`src/rtl/srt_pkg.sv`:
```
package srt_pkg;
  localparam int unsigned CNT_W = 8;

  localparam logic [1:0] ADDR_RL_LO = 2'd0;
  localparam logic [1:0] ADDR_RL_HI = 2'd1;
  localparam logic [1:0] ADDR_CTRL  = 2'd2;
  localparam logic [1:0] ADDR_FLAGS = 2'd3;

  typedef enum logic [1:0] {
    SRC_DIV_SYS = 2'b00,
    SRC_RTC     = 2'b01,
    SRC_NONE    = 2'b10,
    SRC_DIV_EXT = 2'b11
  } src_sel_e;

  typedef struct packed {
    logic     irq_en;
    logic     lo_irq_en;
    src_sel_e sel;
    logic     mode_hi;
    logic     mode_lo;
    logic     run_hi;
    logic     split_en;
  } srt_ctrl_t;
endpackage

```
`src/rtl/srt_prescaler.sv`:
```
module srt_prescaler #(
  parameter int unsigned DIV = 12
) (
  input  logic clk,
  input  logic rst_n,
  input  logic in_tick,
  output logic out_tick
);
  localparam int unsigned CW = (DIV > 2) ? $clog2(DIV) : 1;
  localparam logic [CW-1:0] LAST = CW'(DIV - 1);

  logic [CW-1:0] cnt_q;
  logic          at_last;

  assign at_last  = (cnt_q == LAST);
  assign out_tick = in_tick & at_last;

  always_ff @(posedge clk or negedge rst_n) begin
    if (!rst_n)       cnt_q <= '0;
    else if (in_tick) cnt_q <= at_last ? '0 : cnt_q + 1'b1;
  end
endmodule

```
`src/rtl/srt_src_sel.sv`:
```
module srt_src_sel
  import srt_pkg::*;
(
  input  logic     mode_sys,
  input  src_sel_e sel,
  input  logic     sys_tick,
  input  logic     div_sys_tick,
  input  logic     rtc_tick,
  input  logic     div_ext_tick,
  output logic     tick
);
  always_comb begin
    if (mode_sys) tick = sys_tick;
    else begin
      unique case (sel)
        SRC_DIV_SYS: tick = div_sys_tick;
        SRC_RTC:     tick = rtc_tick;
        SRC_DIV_EXT: tick = div_ext_tick;
        default:     tick = 1'b0;
      endcase
    end
  end
endmodule

```
`src/rtl/srt_half.sv`:
```
module srt_half #(
  parameter int unsigned W = 8
) (
  input  logic         clk,
  input  logic         rst_n,
  input  logic         en,
  input  logic [W-1:0] reload,
  output logic [W-1:0] cnt,
  output logic         ovf
);
  assign ovf = en & (&cnt);

  always_ff @(posedge clk or negedge rst_n) begin
    if (!rst_n)   cnt <= '0;
    else if (en)  cnt <= ovf ? reload : cnt + 1'b1;
  end
endmodule

```
`src/rtl/split_reload_timer.sv`:
```
module split_reload_timer
  import srt_pkg::*;
#(
  parameter int unsigned DIV_SYS = 12,
  parameter int unsigned DIV_EXT = 8
) (
  input  logic             clk,
  input  logic             rst_n,
  input  logic             wr_en,
  input  logic [1:0]       wr_addr,
  input  logic [CNT_W-1:0] wr_data,
  input  logic             sys_tick,
  input  logic             ext_tick,
  input  logic             rtc_tick,
  output logic [CNT_W-1:0] cnt_lo,
  output logic [CNT_W-1:0] cnt_hi,
  output logic             flag_lo,
  output logic             flag_hi,
  output logic             irq,
  output logic             conv_trig
);
  localparam int unsigned NH = 2;

  srt_ctrl_t                  ctrl_q;
  logic [NH-1:0][CNT_W-1:0]   rl_q;
  logic [NH-1:0][CNT_W-1:0]   cnt_v;
  logic [NH-1:0]              mode_v, gate_v, src_v, ovf_v;
  logic [NH-1:0]              flag_q, flag_d;
  logic                       conv_q;
  logic                       div_sys_tick, div_ext_tick;
  logic                       split_on, run_on, irq_on;

  assign split_on = ctrl_q.split_en;
  assign run_on   = ctrl_q.run_hi;
  assign irq_on   = ctrl_q.irq_en;

  always_ff @(posedge clk or negedge rst_n) begin
    if (!rst_n) begin
      ctrl_q <= '0;
      rl_q   <= '0;
    end else if (wr_en) begin
      case (wr_addr)
        ADDR_RL_LO: rl_q[0] <= wr_data;
        ADDR_RL_HI: rl_q[1] <= wr_data;
        ADDR_CTRL:  ctrl_q  <= srt_ctrl_t'(wr_data);
        default:    ;
      endcase
    end
  end

  srt_prescaler #(.DIV(DIV_SYS)) u_div_sys (
    .clk(clk), .rst_n(rst_n), .in_tick(sys_tick), .out_tick(div_sys_tick));
  srt_prescaler #(.DIV(DIV_EXT)) u_div_ext (
    .clk(clk), .rst_n(rst_n), .in_tick(ext_tick), .out_tick(div_ext_tick));

  assign mode_v = {ctrl_q.mode_hi, ctrl_q.mode_lo};
  assign gate_v = {ctrl_q.split_en & ctrl_q.run_hi, ctrl_q.split_en};

  for (genvar h = 0; h < NH; h++) begin : g_half
    srt_src_sel u_sel (
      .mode_sys(mode_v[h]), .sel(ctrl_q.sel), .sys_tick(sys_tick),
      .div_sys_tick(div_sys_tick), .rtc_tick(rtc_tick),
      .div_ext_tick(div_ext_tick), .tick(src_v[h]));

    srt_half #(.W(CNT_W)) u_half (
      .clk(clk), .rst_n(rst_n), .en(src_v[h] & gate_v[h]),
      .reload(rl_q[h]), .cnt(cnt_v[h]), .ovf(ovf_v[h]));

    always_comb begin
      flag_d[h] = flag_q[h];
      if (wr_en && wr_addr == ADDR_FLAGS && !wr_data[h]) flag_d[h] = 1'b0;
      if (ovf_v[h]) flag_d[h] = 1'b1;
    end
  end

  always_ff @(posedge clk or negedge rst_n) begin
    if (!rst_n) begin
      flag_q <= '0;
      conv_q <= 1'b0;
    end else begin
      flag_q <= flag_d;
      conv_q <= ovf_v[0];
    end
  end

  assign cnt_lo    = cnt_v[0];
  assign cnt_hi    = cnt_v[1];
  assign flag_lo   = flag_q[0];
  assign flag_hi   = flag_q[1];
  assign conv_trig = conv_q;
  assign irq       = ctrl_q.irq_en & (flag_q[1] | (ctrl_q.lo_irq_en & flag_q[0]));
endmodule

```
`config.mk`:
```
export PLATFORM = sky130hd
export DESIGN_NAME = split_reload_timer
export DESIGN_NICKNAME = d
export VERILOG_FILES = /design/src/rtl/srt_pkg.sv /design/src/rtl/srt_prescaler.sv /design/src/rtl/srt_src_sel.sv /design/src/rtl/srt_half.sv /design/src/rtl/split_reload_timer.sv
export SDC_FILE = /design/constraint.sdc
export NUM_CORES = 1
export LEC_CHECK = 0
export BUFFER_PORTS_ARGS = -buffer_cell sky130_fd_sc_hd__buf_4
export CAP_MARGIN = 30
export CORE_UTILIZATION = 57
export CTS_CLUSTER_SIZE = 40
export DETAILED_ROUTE_END_ITERATION = 7
export PLACE_DENSITY = 0.8
export SYNTH_ARGS = -nofsm -noshare
export SYNTH_HDL_FRONTEND = slang
export SYNTH_SLANG_ARGS = --single-unit
```
`constraint.sdc`:
```
create_clock -name clk -period 3 [get_ports clk]
set_clock_uncertainty 0.15 [all_clocks]
set_input_delay 0 -clock clk [delete_from_list [all_inputs] [get_ports clk]]
set_output_delay 0 -clock clk [all_outputs]
set_load 0.05 [all_outputs]
```
=== After elaboration in Yosys (flattened, before gate mapping) ===
Cells that the tools add are included.
Widths: inputs -> output; s select.

* Flip-flop bits (word level): 50
* Bits of input ports: 16
* Logic and storage cells: 62

* Mux-type cells: 11
* Reduce and logical (&&, ||, !) cells: 14
* $add $sub $neg: 4
* Equality and inequality tests: 7
* Bitwise operators: 10

{| class="wikitable"
|+ Operator list
! operator !! count
|-
| $add 8x1->8 const B || 2
|-
| $mux 8 || 2
|-
| $reduce_and 8->1 || 2
|-
| $and 1x1->1 || 9
|-
| $eq 2x2->1 const B || 3
|-
| $mux 1 || 6
|-
| $reduce_and 2->1 || 3
|-
| $add 4x1->4 const B || 1
|-
| $eq 2x1->1 const B || 2
|-
| $eq 4x4->1 const B || 1
|-
| $logic_not 2->1 || 2
|-
| $mux 4 || 1
|-
| $reduce_bool 2->1 || 2
|-
| $add 3x1->3 const B || 1
|-
| $eq 3x3->1 const B || 1
|-
| $logic_and 1x1->1 || 3
|-
| $mux 3 || 1
|-
| $pmux 1 s3 || 1
|-
| $logic_not 1->1 || 2
|-
| $or 1x1->1 || 1
|}

=== Depth between registers and ports, before layout ===
* Word-level depth: 7
* Gate-level depth with buffers: 6
* Gate-level depth less buffers: 6

=== Modules after synthesis ===
From an unflattened synthesis, not the netlist that was laid out.

* Cells, all modules: 209
* Area, all modules: 2476.1 µm²

{| class="wikitable"
|+ By module, submodules not included
! module !! area an instance (µm²) !! seq. area each (µm²) !! times used !! cells an instance
|-
| split_reload_timer || 1043.5 || 675.6 || 1 || 62
|-
| srt_half || 498.0 || 200.2 || 2 || 54
|-
| srt_prescaler (u_div_sys) || 212.7 || 100.1 || 1 || 21
|-
| srt_prescaler (u_div_ext) || 146.4 || 75.1 || 1 || 10
|-
| srt_src_sel || 38.8 || 0.0 || 2 || 4
|}

=== Least setup slack after synthesis ===
Ideal clock, no wire load.

* Path kind: reg-to-reg
* Start point: register g_half[1].u_half.cnt[0]
* End point: register g_half[1].u_half.cnt[1]
* Data required time: 2725 ps
* Setup slack: 740 ps
* Data arrival time: 1985 ps
* Cell stages (with the launch flop): 6
* Path through: dfrtp_1 > ha_1 > nand4_1 > nor2_1 > mux2_2 > mux2_2

* Cells in the longest elaborated chain, start to end: 3
* Elaborated cells on any way between the ends: 4

{| class="wikitable"
|+ RTL lines
! what !! RTL line !! RTL
|-
| start, declared || srt_half.sv:8 || <nowiki>output logic [W-1:0] cnt,</nowiki>
|-
| start signal, assigned || srt_half.sv:15 || <nowiki>else if (en) cnt <= ovf ? reload : cnt + 1'b1;</nowiki>
|-
| parallel branches: the longest is 2 deep, another holds $add 8x1->8 || n/a ||
|-
| $mux 8 (*) || srt_half.sv:15 ||
|}

Mark *: on every way between the ends.
A chain may end at the register's enable or synchronous reset.

=== Final worst setup path ===
* Start point: register u_div_sys.cnt_q[2]
* End point: register g_half[0].u_half.cnt[1]

* Cells in the longest elaborated chain, start to end: 7

{| class="wikitable"
|+ RTL lines
! what !! RTL line !! RTL
|-
| start, declared || srt_prescaler.sv:12 || <nowiki>logic [CW-1:0] cnt_q;</nowiki>
|-
| start signal, assigned || srt_prescaler.sv:20 || <nowiki>else if (in_tick) cnt_q <= at_last ? '0 : cnt_q + 1'b1;</nowiki>
|-
| $eq 4x4->1 (*) || srt_prescaler.sv:15 || <nowiki>assign at_last = (cnt_q == LAST);</nowiki>
|-
| $and 1x1->1 (*) || srt_prescaler.sv:16 || <nowiki>assign out_tick = in_tick & at_last;</nowiki>
|-
| $pmux 1 s3 (*) || srt_src_sel.sv:15 || <nowiki>unique case (sel)</nowiki>
|-
| $mux 1 (*) || srt_src_sel.sv:13 || <nowiki>if (mode_sys) tick = sys_tick;</nowiki>
|-
| $and 1x1->1 (*) || split_reload_timer.sv:66 || <nowiki>.clk(clk), .rst_n(rst_n), .en(src_v[h] & gate_v[h]),</nowiki>
|-
| $and 1x1->1 || srt_half.sv:11 || <nowiki>assign ovf = en & (&cnt);</nowiki>
|-
| $mux 8 || srt_half.sv:15 ||
|-
| end signal, assigned || srt_half.sv:15 ||
|-
| end, declared || srt_half.sv:8 ||
|}

Mark *: on every way between the ends. The rest lies on a longest branch, timed or not.

==> flow_summary.yaml <==
synthesis:
  synth.area.top_cells: "dfrtp_1 (50%), mux2_2 (15%), mux2i_1 (4.0%)"
  postSynth.asyncResetShare_pct: 100
  synth_enable_flop_cells: 0
  synthCells: 216
  synth-seq-cells: 50
  synthFlopType: "dfrtp_1"
  synth_cell_type_count: 45
  yosys.area.top_type_share_pct: 49.7
  ys_seq_area_share_pct: 49.7
  syn_nets: 237
  synth_area_leader_cell: "dfrtp_1"
  yosys_warnings: 0
  syn_area_sq_um: 2520
  syn_area_per_cell_sq_um: 11.7
  synth_common_cells: "dfrtp_1 (50), mux2_2 (33), nand2_1 (14)"
  synthMostInstantiatedCell: "dfrtp_1"
setup_path:
  path_class: "reg -> reg"
  worstSetupStartpointType: "flop"
  required_ns: 3.04
  worst_ep_arrival_time_ns: 2.24
  cp_max_fo: 8
  critPathCaptureType: "flop"
clock_network:
  root_buffer: "clkbuf_8"
  cts_buffers: 5
  clk_latency_ns: 0.30
  cts_resized: 0
  cts_tree: "yes"
  path_clk_slew_ns: 0.09
  clk_path_buf_depth: 2
  clock_sinks: 50
  cts-htree-levels: 2
place:
  gp_congestion: 0.915
  numPortBuffers: 35
  dp_hpwl_um: 3630
  place_inst: 297
power_and_ir_drop:
  finalPower_uw: 2260
  power_per_cell_area_nw_per_um2: 751
  irDropWorstVdd_v: 0.000406
  leakagePower_uw: 0.00131
floorplan:
  rows: 23
  dieArea_sq_um: 4690
  pin_count: 36
  die_width_um: 68.5
  initial_utilization_pct: 61.2
  core_sq_um: 4120
  die_h_um: 68.5
final_layout:
  antenna_cells: 0
  final_util_pct: 73.2
  nNetsFinal: 286
  stdcell_count: 315
  drive_above_1_share_pct: 30.9
  area_delta_synth_final_pct: 19.5
timing:
  fmax_mhz: 454
  rsz0062_at_grt: "false"
  setup_viol: 0
  drv_slew: 0
  fin_crit_sh_pct: 73.4
  period_needed_ns: 2.20
  hold_viol: 0
  maxSlewHeadroom_pct: 53.4
  setup_tns_ns: 0
  worst_pin_slew_ns: 0.697
  holdWs_ns: 0.0180
drt:
  vias: 1907
  wl_per_cell_um: 16.0
  drt_pre_antenna_iters: 4
  drc: 0
  routed_via_density: 6.05
  wirelength_um: 5050
  ant_nets: 0
  first_iter_violations: 133
global_routing:
  grt_max_degree: 51
  grt_antenna_before_repair: 0
  grt_overflow: 0
  grt_pass1_wl_um: 8260
  grt_pass1_vias: 1744
  grt_usage_pct: 24.3
worst_hold_path:
  hold_class: "in -> reg"
flow_run:
  cap_violations: 0
status:
  status: "finished, final reports clean"
timing repair:
item / CTS / global route
buffers inserted: 0 / 0
setup endpoints to repair: 0 / 0
endpoints found under the hold margin: 82 / 0
hold buffers: 11 / 0
critical path, stage by stage (launching register included):
cell,delay [ns]
dfrtp_1,0.43
or4b_4,0.58
or2_1,0.31
a21boi_4,0.29
mux2_4,0.33
registers in the layout, indices dropped and copies added (netlist names):
register and flops:
g_half.u_half.cnt 16, rl_q 16, ctrl_q 5, u_div_sys.cnt_q 4, u_div_ext.cnt_q 3, flag_q 2, conv_trig 1, irq_on 1
run_on 1, split_on 1
power by group:
| part | switching (uW) | internal, uW |
|---|---|---|
| Sequential | 188 | 844 |
| Clock | 209 | 160 |
| Combinational | 490 | 370 |
worst paths after layout:
path / slack, ns / depth (start not counted) / to / startpoint
hold reg to reg: 0.36 / 1 / rl_q[9] / rl_q[9]
hold / removal: 0.02 / 3 / rl_q[4] / wr_addr[1]
min in group asynchronous: 0.10 / 2 / u_div_ext.cnt_q[2] / rst_n
max in group asynchronous: 2.17 / 2 / run_on / rst_n
setup / recovery: 0.80 / 4 / g_half[0].u_half.cnt[1] / u_div_sys.cnt_q[2]
setup reg to reg: 0.80 / 4 / g_half[0].u_half.cnt[1] / u_div_sys.cnt_q[2]
logic make-up after synthesis:
group,synth area share (%)
muxes,19.3
DFF,49.7
buffers and inverters,2.43
adders and majority gates,2.48
and+or+nand+nor,12.5
AOI/OAI and AO/OA,13.7
metal layers:
metal | GRT usage [%] | part of all wire, % | up-vias
li1 | - | - | 910
met1 | 33.9 | 47 | 947
met2 | 37.5 | 48 | 44
met3 | 6.25 | 3.9 | 6
met4 | 6.25 | 1.0 | 0
met5 | 0 | 0 | -
layout make-up:
class / instances / area, sq um
sequential: 50 / 1250
clock buffer: 6 / 72.6
tap: 50 / 62.6
clock inverter: 1 / 7.51
fill: 309 / 1100
timing repair buffer: 46 / 373
inverter: 10 / 37.5
multi-input combinational: 152 / 1210
per-stage QoR:
step	cell area [sq um]	worst slack [ns]
2_1_floorplan	2520	0.740
3_3_place_gp	2820	0.847
3_5_place_dp	2820	0.822
4_1_cts	3010	0.801
5_1_grt	3010	0.658
6_report	3010	0.799
cell usage in the layout (no fill, tap or decap), types with 2 or more instances in the layout:
| cell | instances |
|---|---|
| nand3b_1 | 4 |
| ha_1 | 5 |
| nand3_1 | 7 |
| nand2_1 | 14 |
| o21ai_0 | 10 |
| inv_1 | 10 |
| a2bb2oi_1 | 3 |
| nor2b_1 | 2 |
| a21oi_1 | 10 |
| and4_1 | 4 |
| and2_1 | 2 |
| and3_1 | 2 |
| a31oi_1 | 2 |
| a21bo_2 | 2 |
| nor2_1 | 6 |
| dfrtp_1 | 50 |
| clkbuf_8 | 5 |
| mux2_2 | 33 |
| nand4_1 | 6 |
| a22o_1 | 5 |
| nor3_1 | 2 |
| mux2i_1 | 10 |
| buf_4 | 35 |
| o2111ai_1 | 3 |
| dlygate4sd3_1 | 11 |
Note: power is estimated with default switching activity, not from simulation.
